### config.mk
export PLATFORM = sky130hd
export DESIGN_NAME = virq_eoi_unit
export DESIGN_NICKNAME = d
export VERILOG_FILES = /design/src/rtl/virq_eoi_pkg.sv /design/src/rtl/virq_lr_bank.sv /design/src/rtl/virq_apr_tracker.sv /design/src/rtl/virq_eoi_decide.sv /design/src/rtl/virq_eoi_unit.sv
export SDC_FILE = /design/constraint.sdc
export NUM_CORES = 1
export LEC_CHECK = 0
export CAP_MARGIN = 20
export CELL_PAD_IN_SITES_DETAIL_PLACEMENT = 0
export CELL_PAD_IN_SITES_GLOBAL_PLACEMENT = 1
export CORE_MARGIN = 10
export CORE_UTILIZATION = 48
export CTS_CLUSTER_DIAMETER = 100
export DETAILED_ROUTE_END_ITERATION = 10
export PLACE_DENSITY = 0.83
export SETUP_SLACK_MARGIN = 0.15
export SLEW_MARGIN = 5
export SYNTH_ARGS = -nofsm -noshare
export SYNTH_HDL_FRONTEND = slang
export SYNTH_HIERARCHICAL = 1
export SYNTH_SLANG_ARGS = --single-unit
export TNS_END_PERCENT = 5
### constraint.sdc
create_clock -name clk -period 9.24 [get_ports clk]
set_clock_uncertainty 0.2 [all_clocks]
set_input_delay 2.772 -clock clk [delete_from_list [all_inputs] [get_ports clk]]
set_output_delay 2.772 -clock clk [all_outputs]
set_load 0.02 [all_outputs]
### src/rtl/virq_eoi_pkg.sv
package virq_eoi_pkg;

  localparam int VID_W  = 16;
  localparam int PID_W  = 13;
  localparam int PRIO_W = 8;

  typedef struct packed {
    logic              hw;
    logic              grp;
    logic              active;
    logic [PRIO_W-1:0] prio;
    logic [PID_W-1:0]  pid;
    logic [VID_W-1:0]  vid;
  } lr_entry_t;

  // Mask a priority down to its preemption part for the given group.
  function automatic logic [PRIO_W-1:0] pre_level(
    input logic [PRIO_W-1:0] prio,
    input logic              grp,
    input logic [2:0]        bp0,
    input logic [2:0]        bp1
  );
    logic [3:0]        sh;
    logic [PRIO_W-1:0] msk;
    sh  = grp ? {1'b0, bp1} : ({1'b0, bp0} + 4'd1);
    msk = {PRIO_W{1'b1}} << sh;
    return prio & msk;
  endfunction

endpackage

### src/rtl/virq_lr_bank.sv
module virq_lr_bank
  import virq_eoi_pkg::*;
#(
  parameter  int NUM_LR = 8,
  localparam int IDX_W  = (NUM_LR > 1) ? $clog2(NUM_LR) : 1
) (
  input  logic             clk,
  input  logic             rst,
  input  logic             ld_valid,
  input  logic [IDX_W-1:0] ld_idx,
  input  lr_entry_t        ld_entry,
  input  logic             clr_valid,
  input  logic [IDX_W-1:0] clr_idx,
  input  logic [VID_W-1:0] srch_id,
  output logic             hit,
  output logic [IDX_W-1:0] hit_idx,
  output lr_entry_t        hit_entry,
  input  logic [IDX_W-1:0] rd_idx,
  output logic             rd_active
);

  lr_entry_t ent_q [NUM_LR];

  // One register set per entry; a load replaces the entry, a clear drops
  // only its active flag.
  for (genvar g = 0; g < NUM_LR; g++) begin : g_ent
    always_ff @(posedge clk) begin
      if (rst) begin
        ent_q[g].active <= 1'b0;
      end else if (ld_valid && ld_idx == IDX_W'(g)) begin
        ent_q[g] <= ld_entry;
      end else if (clr_valid && clr_idx == IDX_W'(g)) begin
        ent_q[g].active <= 1'b0;
      end
    end
  end

  // Parallel compare; scanning downward leaves the lowest index as winner.
  always_comb begin
    hit       = 1'b0;
    hit_idx   = '0;
    hit_entry = '0;
    for (int i = NUM_LR - 1; i >= 0; i--) begin
      if (ent_q[i].active && ent_q[i].vid == srch_id) begin
        hit       = 1'b1;
        hit_idx   = IDX_W'(i);
        hit_entry = ent_q[i];
      end
    end
  end

  always_ff @(posedge clk) begin
    if (rst) rd_active <= 1'b0;
    else     rd_active <= ent_q[rd_idx].active;
  end

endmodule

### src/rtl/virq_apr_tracker.sv
module virq_apr_tracker
  import virq_eoi_pkg::*;
#(
  parameter  int PRE_BITS = 5,
  localparam int NLVL     = 1 << PRE_BITS,
  localparam int LVL_W    = PRE_BITS,
  localparam int SHIFT    = PRIO_W - PRE_BITS
) (
  input  logic              clk,
  input  logic              rst,
  input  logic              set_valid,
  input  logic              set_grp,
  input  logic [PRIO_W-1:0] set_pre,
  input  logic              drop_valid,
  output logic [PRIO_W-1:0] act_prio,
  output logic [PRIO_W-1:0] run_prio
);

  logic [NLVL-1:0]  map0_q, map1_q, map0_d, map1_d;
  logic [NLVL-1:0]  both;
  logic             any_act;
  logic [LVL_W-1:0] low_idx;
  logic [LVL_W-1:0] set_lvl;

  assign both    = map0_q | map1_q;
  assign any_act = |both;
  assign set_lvl = set_pre[PRIO_W-1:SHIFT];

  always_comb begin
    low_idx = '0;
    for (int i = NLVL - 1; i >= 0; i--) begin
      if (both[i]) low_idx = LVL_W'(i);
    end
  end

  assign act_prio = any_act ? (PRIO_W'(low_idx) << SHIFT) : {PRIO_W{1'b1}};

  // On a tie at the lowest level the group 1 bit goes first.
  always_comb begin
    map0_d = map0_q;
    map1_d = map1_q;
    if (drop_valid && any_act) begin
      if (map1_q[low_idx]) map1_d[low_idx] = 1'b0;
      else                 map0_d[low_idx] = 1'b0;
    end
    if (set_valid) begin
      if (set_grp) map1_d[set_lvl] = 1'b1;
      else         map0_d[set_lvl] = 1'b1;
    end
  end

  always_ff @(posedge clk) begin
    if (rst) begin
      map0_q   <= '0;
      map1_q   <= '0;
      run_prio <= {PRIO_W{1'b1}};
    end else begin
      map0_q   <= map0_d;
      map1_q   <= map1_d;
      run_prio <= act_prio;
    end
  end

endmodule

### src/rtl/virq_eoi_decide.sv
module virq_eoi_decide
  import virq_eoi_pkg::*;
#(
  parameter int LPI_BASE = 8192
) (
  input  logic              eoi_valid,
  input  logic              eoi_grp,
  input  logic [VID_W-1:0]  eoi_id,
  input  logic              dir_valid,
  input  logic [VID_W-1:0]  dir_id,
  input  logic              split_mode,
  input  logic [2:0]        bpr0,
  input  logic [2:0]        bpr1,
  input  logic              hit,
  input  lr_entry_t         hit_entry,
  input  logic [PRIO_W-1:0] act_prio,
  output logic [VID_W-1:0]  srch_id,
  output logic              do_drop,
  output logic              do_clear,
  output logic              do_bump,
  output logic              do_phys,
  output logic [PID_W-1:0]  phys_id
);

  localparam logic [VID_W-1:0] LPI_TH = VID_W'(LPI_BASE);

  logic              eoi_lpi, dir_lpi, agree;
  logic [PRIO_W-1:0] ent_pre;

  assign srch_id = eoi_valid ? eoi_id : dir_id;
  assign eoi_lpi = eoi_id >= LPI_TH;
  assign dir_lpi = dir_id >= LPI_TH;
  assign ent_pre = pre_level(hit_entry.prio, eoi_grp, bpr0, bpr1);
  assign agree   = (hit_entry.grp == eoi_grp) && (ent_pre == act_prio);

  always_comb begin
    do_drop  = 1'b0;
    do_clear = 1'b0;
    do_bump  = 1'b0;
    if (eoi_valid) begin
      do_drop = 1'b1;
      if (!hit)                          do_bump  = !eoi_lpi;
      else if (split_mode && !eoi_lpi)   do_clear = 1'b0;
      else                               do_clear = agree;
    end else if (dir_valid && split_mode && !dir_lpi) begin
      if (hit) do_clear = 1'b1;
      else     do_bump  = 1'b1;
    end
  end

  assign do_phys = do_clear && hit_entry.hw;
  assign phys_id = hit_entry.pid;

endmodule

### src/rtl/virq_eoi_unit.sv
module virq_eoi_unit
  import virq_eoi_pkg::*;
#(
  parameter  int NUM_LR   = 8,
  parameter  int PRE_BITS = 5,
  parameter  int CNT_W    = 5,
  parameter  int LPI_BASE = 8192,
  localparam int IDX_W    = (NUM_LR > 1) ? $clog2(NUM_LR) : 1
) (
  input  logic              clk,
  input  logic              rst,
  input  logic              split_mode,
  input  logic [2:0]        bpr0,
  input  logic [2:0]        bpr1,
  input  logic              ld_valid,
  input  logic [IDX_W-1:0]  ld_idx,
  input  logic [VID_W-1:0]  ld_vid,
  input  logic [PID_W-1:0]  ld_pid,
  input  logic [PRIO_W-1:0] ld_prio,
  input  logic              ld_grp,
  input  logic              ld_hw,
  input  logic              ld_active,
  input  logic              ap_set_valid,
  input  logic              ap_set_grp,
  input  logic [PRIO_W-1:0] ap_set_prio,
  input  logic              eoi_valid,
  input  logic              eoi_grp,
  input  logic [VID_W-1:0]  eoi_id,
  input  logic              dir_valid,
  input  logic [VID_W-1:0]  dir_id,
  input  logic [IDX_W-1:0]  rd_idx,
  output logic              rd_active,
  output logic [PRIO_W-1:0] run_prio,
  output logic [CNT_W-1:0]  eoi_count,
  output logic              deact_valid,
  output logic [PID_W-1:0]  deact_pid
);

  lr_entry_t         ld_entry, hit_entry;
  logic              hit;
  logic [IDX_W-1:0]  hit_idx;
  logic [VID_W-1:0]  srch_id;
  logic              do_drop, do_clear, do_bump, do_phys;
  logic [PID_W-1:0]  phys_id;
  logic [PRIO_W-1:0] act_prio, set_pre;

  always_comb begin
    ld_entry.hw     = ld_hw;
    ld_entry.grp    = ld_grp;
    ld_entry.active = ld_active;
    ld_entry.prio   = ld_prio;
    ld_entry.pid    = ld_pid;
    ld_entry.vid    = ld_vid;
  end

  assign set_pre = pre_level(ap_set_prio, ap_set_grp, bpr0, bpr1);

  virq_lr_bank #(.NUM_LR(NUM_LR)) lr_i (
    .clk       (clk),
    .rst       (rst),
    .ld_valid  (ld_valid),
    .ld_idx    (ld_idx),
    .ld_entry  (ld_entry),
    .clr_valid (do_clear),
    .clr_idx   (hit_idx),
    .srch_id   (srch_id),
    .hit       (hit),
    .hit_idx   (hit_idx),
    .hit_entry (hit_entry),
    .rd_idx    (rd_idx),
    .rd_active (rd_active)
  );

  virq_apr_tracker #(.PRE_BITS(PRE_BITS)) apr_i (
    .clk        (clk),
    .rst        (rst),
    .set_valid  (ap_set_valid),
    .set_grp    (ap_set_grp),
    .set_pre    (set_pre),
    .drop_valid (do_drop),
    .act_prio   (act_prio),
    .run_prio   (run_prio)
  );

  virq_eoi_decide #(.LPI_BASE(LPI_BASE)) dec_i (
    .eoi_valid  (eoi_valid),
    .eoi_grp    (eoi_grp),
    .eoi_id     (eoi_id),
    .dir_valid  (dir_valid),
    .dir_id     (dir_id),
    .split_mode (split_mode),
    .bpr0       (bpr0),
    .bpr1       (bpr1),
    .hit        (hit),
    .hit_entry  (hit_entry),
    .act_prio   (act_prio),
    .srch_id    (srch_id),
    .do_drop    (do_drop),
    .do_clear   (do_clear),
    .do_bump    (do_bump),
    .do_phys    (do_phys),
    .phys_id    (phys_id)
  );

  always_ff @(posedge clk) begin
    if (rst) begin
      eoi_count   <= '0;
      deact_valid <= 1'b0;
      deact_pid   <= '0;
    end else begin
      if (do_bump) eoi_count <= eoi_count + 1'b1;
      deact_valid <= do_phys;
      if (do_phys) deact_pid <= phys_id;
    end
  end

endmodule

==> summary.txt, run 1 <==
Relative slew slack - 0.322
Logic pwr share - 0.094
Clock Sinks - 410
Die area - 0.0481 mm²
Fin crit share - 0.864
Post-CTS resize count - 0
Sw power - 0.000993 W
Seq. cell area - 0.0114 mm²
Count of final hold-check violations - 0
Kind of critical path - in2reg
DP Area - 0.0207 mm²
Worst-Margin Slew - 1.02 ns
CP max FO - 26
Max Cap Viol - 0
Gr ovfl total - 0
Port Buffers - 125
Layout Utilization - 0.568
Warnings, synthesis - 6
Number of global-route vias before repair - 13556
Routability cong. - 0.892
Share of layout cells above drive strength 1 - 0.0906
H-tree depth - 2
Total CTS buffers - 44
Share of power burned in the clock network - 0.421
Peak VDD IR - 0.000130 V
# IOs - 129
Pwr Density - 190 mW/mm²
Crit-path max cell delay - 0.68 ns
Slew Viols, Final - 0
Worst EP arrival - 8.05 ns
Hold_sp - deact_pid[3]$_SDFFE_PP0P_
CTS Buffer Depth - 3
Post-Syn Nets - 1767
Crit path top cell by count - nor2_1
Critical path launch point - eoi_valid
Setup-failing EPs final - 0
Critical Path RT - 9.31 ns
Status - finished clean
Hold_buf cts - 0
Sequential share of power - 0.485
Worst path slowest cell - nor4_1
Crit-path cells - clkdlybuf4s50_1 > buf_4 > mux2_2 > xnor2_1 > nand4_1 > nor4_1 > a32oi_2 > buf_4 > nor3b_1 > a221oi_1 > o21ai_1 > a41oi_1 > nor2_1 > a21oi_1 > nand4_1 > nor4_2 > a22o_1 > nand2_1 > nor2_1 > nor2_1 > o21ai_0
Core ar. - 0.0390 mm²
Largest net degree at the start of global routing - 68
Post-Syn Area per Cell - 11.5 µm²
Hpwl dp - 33600 µm
Starting Density - 0.489
Nets@finish - 1835
Total Routing Usage GR - 0.214
Reg clk slew, reported paths - 0.06 ns
Final hold slack - 0.291 ns
FMAX - 125 MHz
DR pass1 iterations - 5
Design Area, Final - 0.0221 mm²
RSZ-0062 raised after global routing - no
Die X - 219 µm
Pint - 0.00322 W
Vias/cell - 6.01
Clock Latency Late Sink - 0.57 ns
CP startpoint kind - input port
Die Y - 219 µm
DRC Markers - 0
Lkg Pwr - 7.25 nW
Post-CTS Setup Inserts - 0
First-pass GRT wire length - 79400 µm
CTS tree - yes
DR vias - 13740
Layout fillers - 3137
R2R Path Start - apr_i/map1_q[6]$_SDFF_PP0_
Synthesized area - 0.0191 mm²
Hold crit path type - reg2reg
Post-route ant nets - 0
Final min period - 7.98 ns
Area Overhead vs Synth - 16.0%
Syn Inst Count - 1663
Sum of negative setup slack - 0 ns
Final wirelength - 52300 µm
Switching Share - 0.236
Multi-input gate area - 0.00706 mm²
Root Buffer - clkbuf_16
Drt wl/cell - 22.9 µm
Row count - 72
Worst Setup End Kind - register
Initial antenna violation count - 3
Number of DRC markers in iteration 0 - 1378
==> stage by stage <==
step           instances  setup slack, ns  total power (W)
2_1_floorplan       1663             1.71          0.00231
3_3_place_gp        2202            0.805          0.00246
3_5_place_dp        2203            0.676          0.00247
4_1_cts             2284             1.26          0.00422
5_1_grt             2286             1.02          0.00433
6_report            2287             1.26          0.00421
==> worst max-delay path: cells and delay by family <==
kind            cells  cell delay, ns
buf+inv             3            1.11
compound gates      7            1.51
mux                 1            0.54
simple gates        9            1.86
xor+xnor            1            0.21
==> power groups by stage <==
stage               registers, W  clock network [W]  logic [W]
floorplan                0.00209                  0   0.000230
global route             0.00204            0.00186   0.000421
global placement         0.00208                  0   0.000383
CTS                      0.00204            0.00179   0.000391
detailed placement       0.00208                  0   0.000389
finish                   0.00204            0.00177   0.000396
==> cells in the final DEF (no fill, tap or decap), drive strengths merged, types with 10 or more instances in the layout <==
master,instances
mux2i,31
clkdlybuf4s50,124
edfxtp,320
and3,10
a211oi,59
clkbuf,52
mux2,16
clkinv,20
nor3,59
nor2b,29
nand3,25
nand2b,14
a41o,22
o311ai,27
or2,10
nand2,86
inv,11
buf,39
dfxtp,90
xor2,21
nor2,254
nand4,32
o21ai,42
xnor2,116
nor4,30
a221oi,24
a21oi,78
==> final timing paths <==
kind | endpoint | depth (start not counted) | slack (ns)
worst max-delay path | lr_i/ent_q[5][37]$_SDFFCE_PP0P_ | 21 | 1.26
worst min-delay path | deact_pid[3]$_SDFFE_PP0P_ | 2 | 0.29
worst max register to register | apr_i/map1_q[21]$_SDFF_PP0_ | 10 | 3.92
worst min register to register | deact_pid[3]$_SDFFE_PP0P_ | 2 | 0.29
==> state kept, by name (all words and copies together) (netlist names) <==
name,flops
deact_pid,13
lr_i/rd_active,1
eoi_count,5
apr_i/map0_q,32
lr_i/ent_q,320
apr_i/run_prio,6
apr_i/map1_q,32
deact_valid,1
==> final cells by class <==
| class | instances | area share |
|---|---|---|
| Sequential cell | 410 | 0.515 |
| Multi-Input combinational cell | 1104 | 0.319 |
| Timing Repair Buffer | 163 | 0.0695 |
| Clock buffer | 52 | 0.0525 |
| Tap cell | 518 | 0.0293 |
| Clock inverter | 29 | 0.0129 |
| Inverter | 8 | 0.00136 |
| Antenna cell | 3 | 0.000339 |
==> per-layer routing <==
| layer | vias up | routed length, µm | global-route usage |
|---|---|---|---|
| met5 | - | 0 | 0 |
| met4 | 0 | 1860 | 0.0837 |
| met3 | 121 | 4200 | 0.0448 |
| met2 | 580 | 25100 | 0.355 |
| met1 | 6717 | 21200 | 0.271 |
| li1 | 6322 | - | - |
Note: power is estimated with default switching activity, not from simulation.
==> inputs of run 2 (changes only) <==
--- a/config.mk
+++ b/config.mk
@@ -8,13 +8,13 @@
 export CAP_MARGIN = 20
 export CELL_PAD_IN_SITES_DETAIL_PLACEMENT = 0
 export CELL_PAD_IN_SITES_GLOBAL_PLACEMENT = 1
-export CORE_MARGIN = 10
+export CORE_MARGIN = 1.5
 export CORE_UTILIZATION = 48
 export CTS_CLUSTER_DIAMETER = 100
 export DETAILED_ROUTE_END_ITERATION = 10
 export PLACE_DENSITY = 0.83
 export SETUP_SLACK_MARGIN = 0.15
-export SLEW_MARGIN = 5
+export SLEW_MARGIN = 30
 export SYNTH_ARGS = -nofsm -noshare
 export SYNTH_HDL_FRONTEND = slang
 export SYNTH_HIERARCHICAL = 1
==> summary.txt, run 2 (same netlist as run 1, synthesis figures left out) <==
Number of global-route vias before repair - 13678 (was 13556)
CP max FO - 25 (was 26)
H-tree depth - 2 (unchanged)
Worst path slowest cell - mux2_2 (was nor4_1)
Most common cell after layout, fill and taps aside - edfxtp_1 (unchanged)
CP startpoint kind - input port (unchanged)
Layout Utilization - 0.566 (was 0.568)
Area Overhead vs Synth - 15.5% (was 16.0%)
Total power - 0.00407 W (was 0.00421 W)
Drt wl/cell - 22.3 µm (was 22.9 µm)
Kind of critical path - in2reg (unchanged)
CTS tree - yes (unchanged)
Fin crit share - 0.867 (was 0.864)
N_diodes - 0 (was 3)
FMAX - 125 MHz (about the same)
FF-to-FF setup slack - 4.20 ns (was 3.92 ns)
Sum of negative setup slack - 0 ns (unchanged)
Port Buffers - 125 (unchanged)
Share of power burned in the clock network - 0.401 (was 0.421)
Hold crit path type - reg2reg (unchanged)
Total Routing Usage GR - 0.251 (was 0.214)
Layout fillers - 3175 (was 3137)
DRC Markers - 0 (unchanged)
Clock Sinks - 410 (unchanged)
Die X - 202 µm (was 219 µm)
Logic pwr share - 0.097 (was 0.094)
Starting Density - 0.490 (was 0.489)
Pwr Density - 185 mW/mm² (was 190 mW/mm²)
DR vias - 13678 (was 13740)
Crit-path cells - clkdlybuf4s50_1 > buf_4 > mux2_2 > xnor2_1 > nand4_1 > nor4_1 > buf_4 > and2_1 > buf_4 > a221oi_1 > o311ai_1 > a41o_1 > nand2_1 > xor2_1 > nand4_1 > nor4_2 > a22o_1 > nand2b_1 > nor2_1 > nor2_1 > o21ai_0 (was clkdlybuf4s50_1 > buf_4 > mux2_2 > xnor2_1 > nand4_1 > nor4_1 > a32oi_2 > buf_4 > nor3b_1 > a221oi_1 > o21ai_1 > a41oi_1 > nor2_1 > a21oi_1 > nand4_1 > nor4_2 > a22o_1 > nand2_1 > nor2_1 > nor2_1 > o21ai_0)
Final wirelength - 51100 µm (was 52300 µm)
Nets@finish - 1839 (was 1835)
Core ar. - 0.0389 mm² (was 0.0390 mm²)
Number of DRC markers in iteration 0 - 1218 (was 1378)
Peak VDD IR - 0.000153 V (was 0.000130 V)
Largest register FFs - 320 (unchanged)
Hpwl dp - 33100 µm (was 33600 µm)
Crit-path max cell delay - 0.51 ns (was 0.68 ns)
Sequential share of power - 0.502 (was 0.485)
Pint - 0.00310 W (was 0.00322 W)
Final min period - 8.01 ns (was 7.98 ns)
Reg clk slew, reported paths - 0.06 ns (about the same)
Post-CTS resize count - 0 (unchanged)
Commonest non-fill, non-tap cells in the layout - edfxtp_1, nor2_1, clkdlybuf4s50_1, xnor2_1, dfxtp_1 (unchanged)
Worst slack, placed - 0.715 ns (was 0.676 ns)
Setup-failing EPs final - 0 (unchanged)
Worst-Margin Slew - 0.903 ns (was 1.02 ns)
Gr ovfl total - 0 (unchanged)
Largest net degree at the start of global routing - 62 (was 68)
Hold_buf cts - 0 (unchanged)
Largest regs - lr_i/ent_q (320), apr_i/map0_q (32), apr_i/map1_q (32) (unchanged)
Root Buffer - clkbuf_16 (unchanged)
Row count - 72 (unchanged)
RSZ-0062 raised after global routing - no (unchanged)
# IOs - 129 (unchanged)
Total CTS buffers - 43 (was 44)
Final WS setup - 1.23 ns (was 1.26 ns)
Slew Viols, Final - 0 (unchanged)
Die area - 0.0410 mm² (was 0.0481 mm²)
First-pass GRT wire length - 79100 µm (was 79400 µm)
Switching Share - 0.238 (was 0.236)
Sw power - 0.000968 W (was 0.000993 W)
CP top delay family - simple AND/OR/NAND/NOR gates (unchanged)
Vias/cell - 5.99 (was 6.01)
Worst EP arrival - 8.06 ns (was 8.05 ns)
Biggest register - lr_i/ent_q (unchanged)
Die Y - 202 µm (was 219 µm)
Critical Path RT - 9.29 ns (was 9.31 ns)
Routability cong. - 0.926 (was 0.892)
Worst Setup End Kind - register (unchanged)
CTS Buffer Depth - 3 (unchanged)
Lkg Pwr - 7.22 nW (was 7.25 nW)
Crit path top cell by count - buf_4 (was nor2_1)
Multi-input gate area - 0.00706 mm² (about the same)
Relative slew slack - 0.396 (was 0.322)
Post-route ant nets - 0 (unchanged)
Status - finished clean (unchanged)
Clock Latency Late Sink - 0.56 ns (was 0.57 ns)
Share of layout cells above drive strength 1 - 0.0939 (was 0.0906)
Post-CTS Setup Inserts - 0 (unchanged)
DR pass1 iterations - 6 (was 5)
CP bufs+invs - 4 (was 3)
Initial antenna violation count - 5 (was 3)
Max Cap Viol - 0 (unchanged)
Seq. cell area - 0.0114 mm² (unchanged)
Count of final hold-check violations - 0 (unchanged)
[run 2: changes by cell type in the layout (fill, tap and decap cells not counted), sizes merged]
cell | previous run | this run
clkbuf | 52 | 54
clkinv | 20 | 17
bufinv | 5 | 2
buf | 39 | 44
diode | 3 | 0
[run 2: power groups by stage]
stage | Combinational (W) | Sequential (W) | Clock (W)
after global placement | 0.000380 | 0.00208 | 0
after global routing | 0.000422 | 0.00205 | 0.00172
after CTS | 0.000388 | 0.00204 | 0.00165
after detailed placement | 0.000386 | 0.00208 | 0
after floorplan | 0.000230 | 0.00209 | 0
final | 0.000394 | 0.00204 | 0.00163
[run 2: layout make-up]
| class | instances | area share |
|---|---|---|
| Tap cell | 518 | 0.0294 |
| Clock buffer | 54 | 0.0511 |
| Inverter | 8 | 0.00136 |
| Clock inverter | 23 | 0.00829 |
| Multi-Input combinational cell | 1104 | 0.320 |
| Sequential cell | 410 | 0.518 |
| Timing Repair Buffer | 168 | 0.0716 |
[run 2: through the flow]
step                std cells  hold WS [ns]  area (µm²)
finish                   2285         0.296       22000
global route             2285         0.334       22000
detailed placement       2207         0.283       20700
floorplan                1663         0.271       19100
CTS                      2284         0.299       22000
global placement         2207         0.271       20700
[run 2: path summary, 6_finish.rpt]
check,start,end,depth (start not counted)
setup / recovery,eoi_valid,lr_i/ent_q[1][37]$_SDFFCE_PP0P_,21
hold / removal,deact_pid[0]$_SDFFE_PP0P_,deact_pid[0]$_SDFFE_PP0P_,2
setup reg to reg,apr_i/map1_q[6]$_SDFF_PP0_,apr_i/map0_q[27]$_SDFF_PP0_,10
hold reg to reg,deact_pid[0]$_SDFFE_PP0P_,deact_pid[0]$_SDFFE_PP0P_,2
[run 2: tightest hold or removal path, delay by kind of cell, from the launching register on]
family           cells  cell delay [ns]
and+or+nand+nor      1             0.07
DFF                  1             0.33
muxes                1             0.06
[run 2: layer usage]
metal  vias to the layer above  global-route usage  part of all wire
li1                       6324                   -                 -
met1                      6685               0.331              0.41
met2                       529               0.418              0.48
met3                       130              0.0387             0.066
met4                        10              0.0971             0.035
met5                         -                   0            0.0013
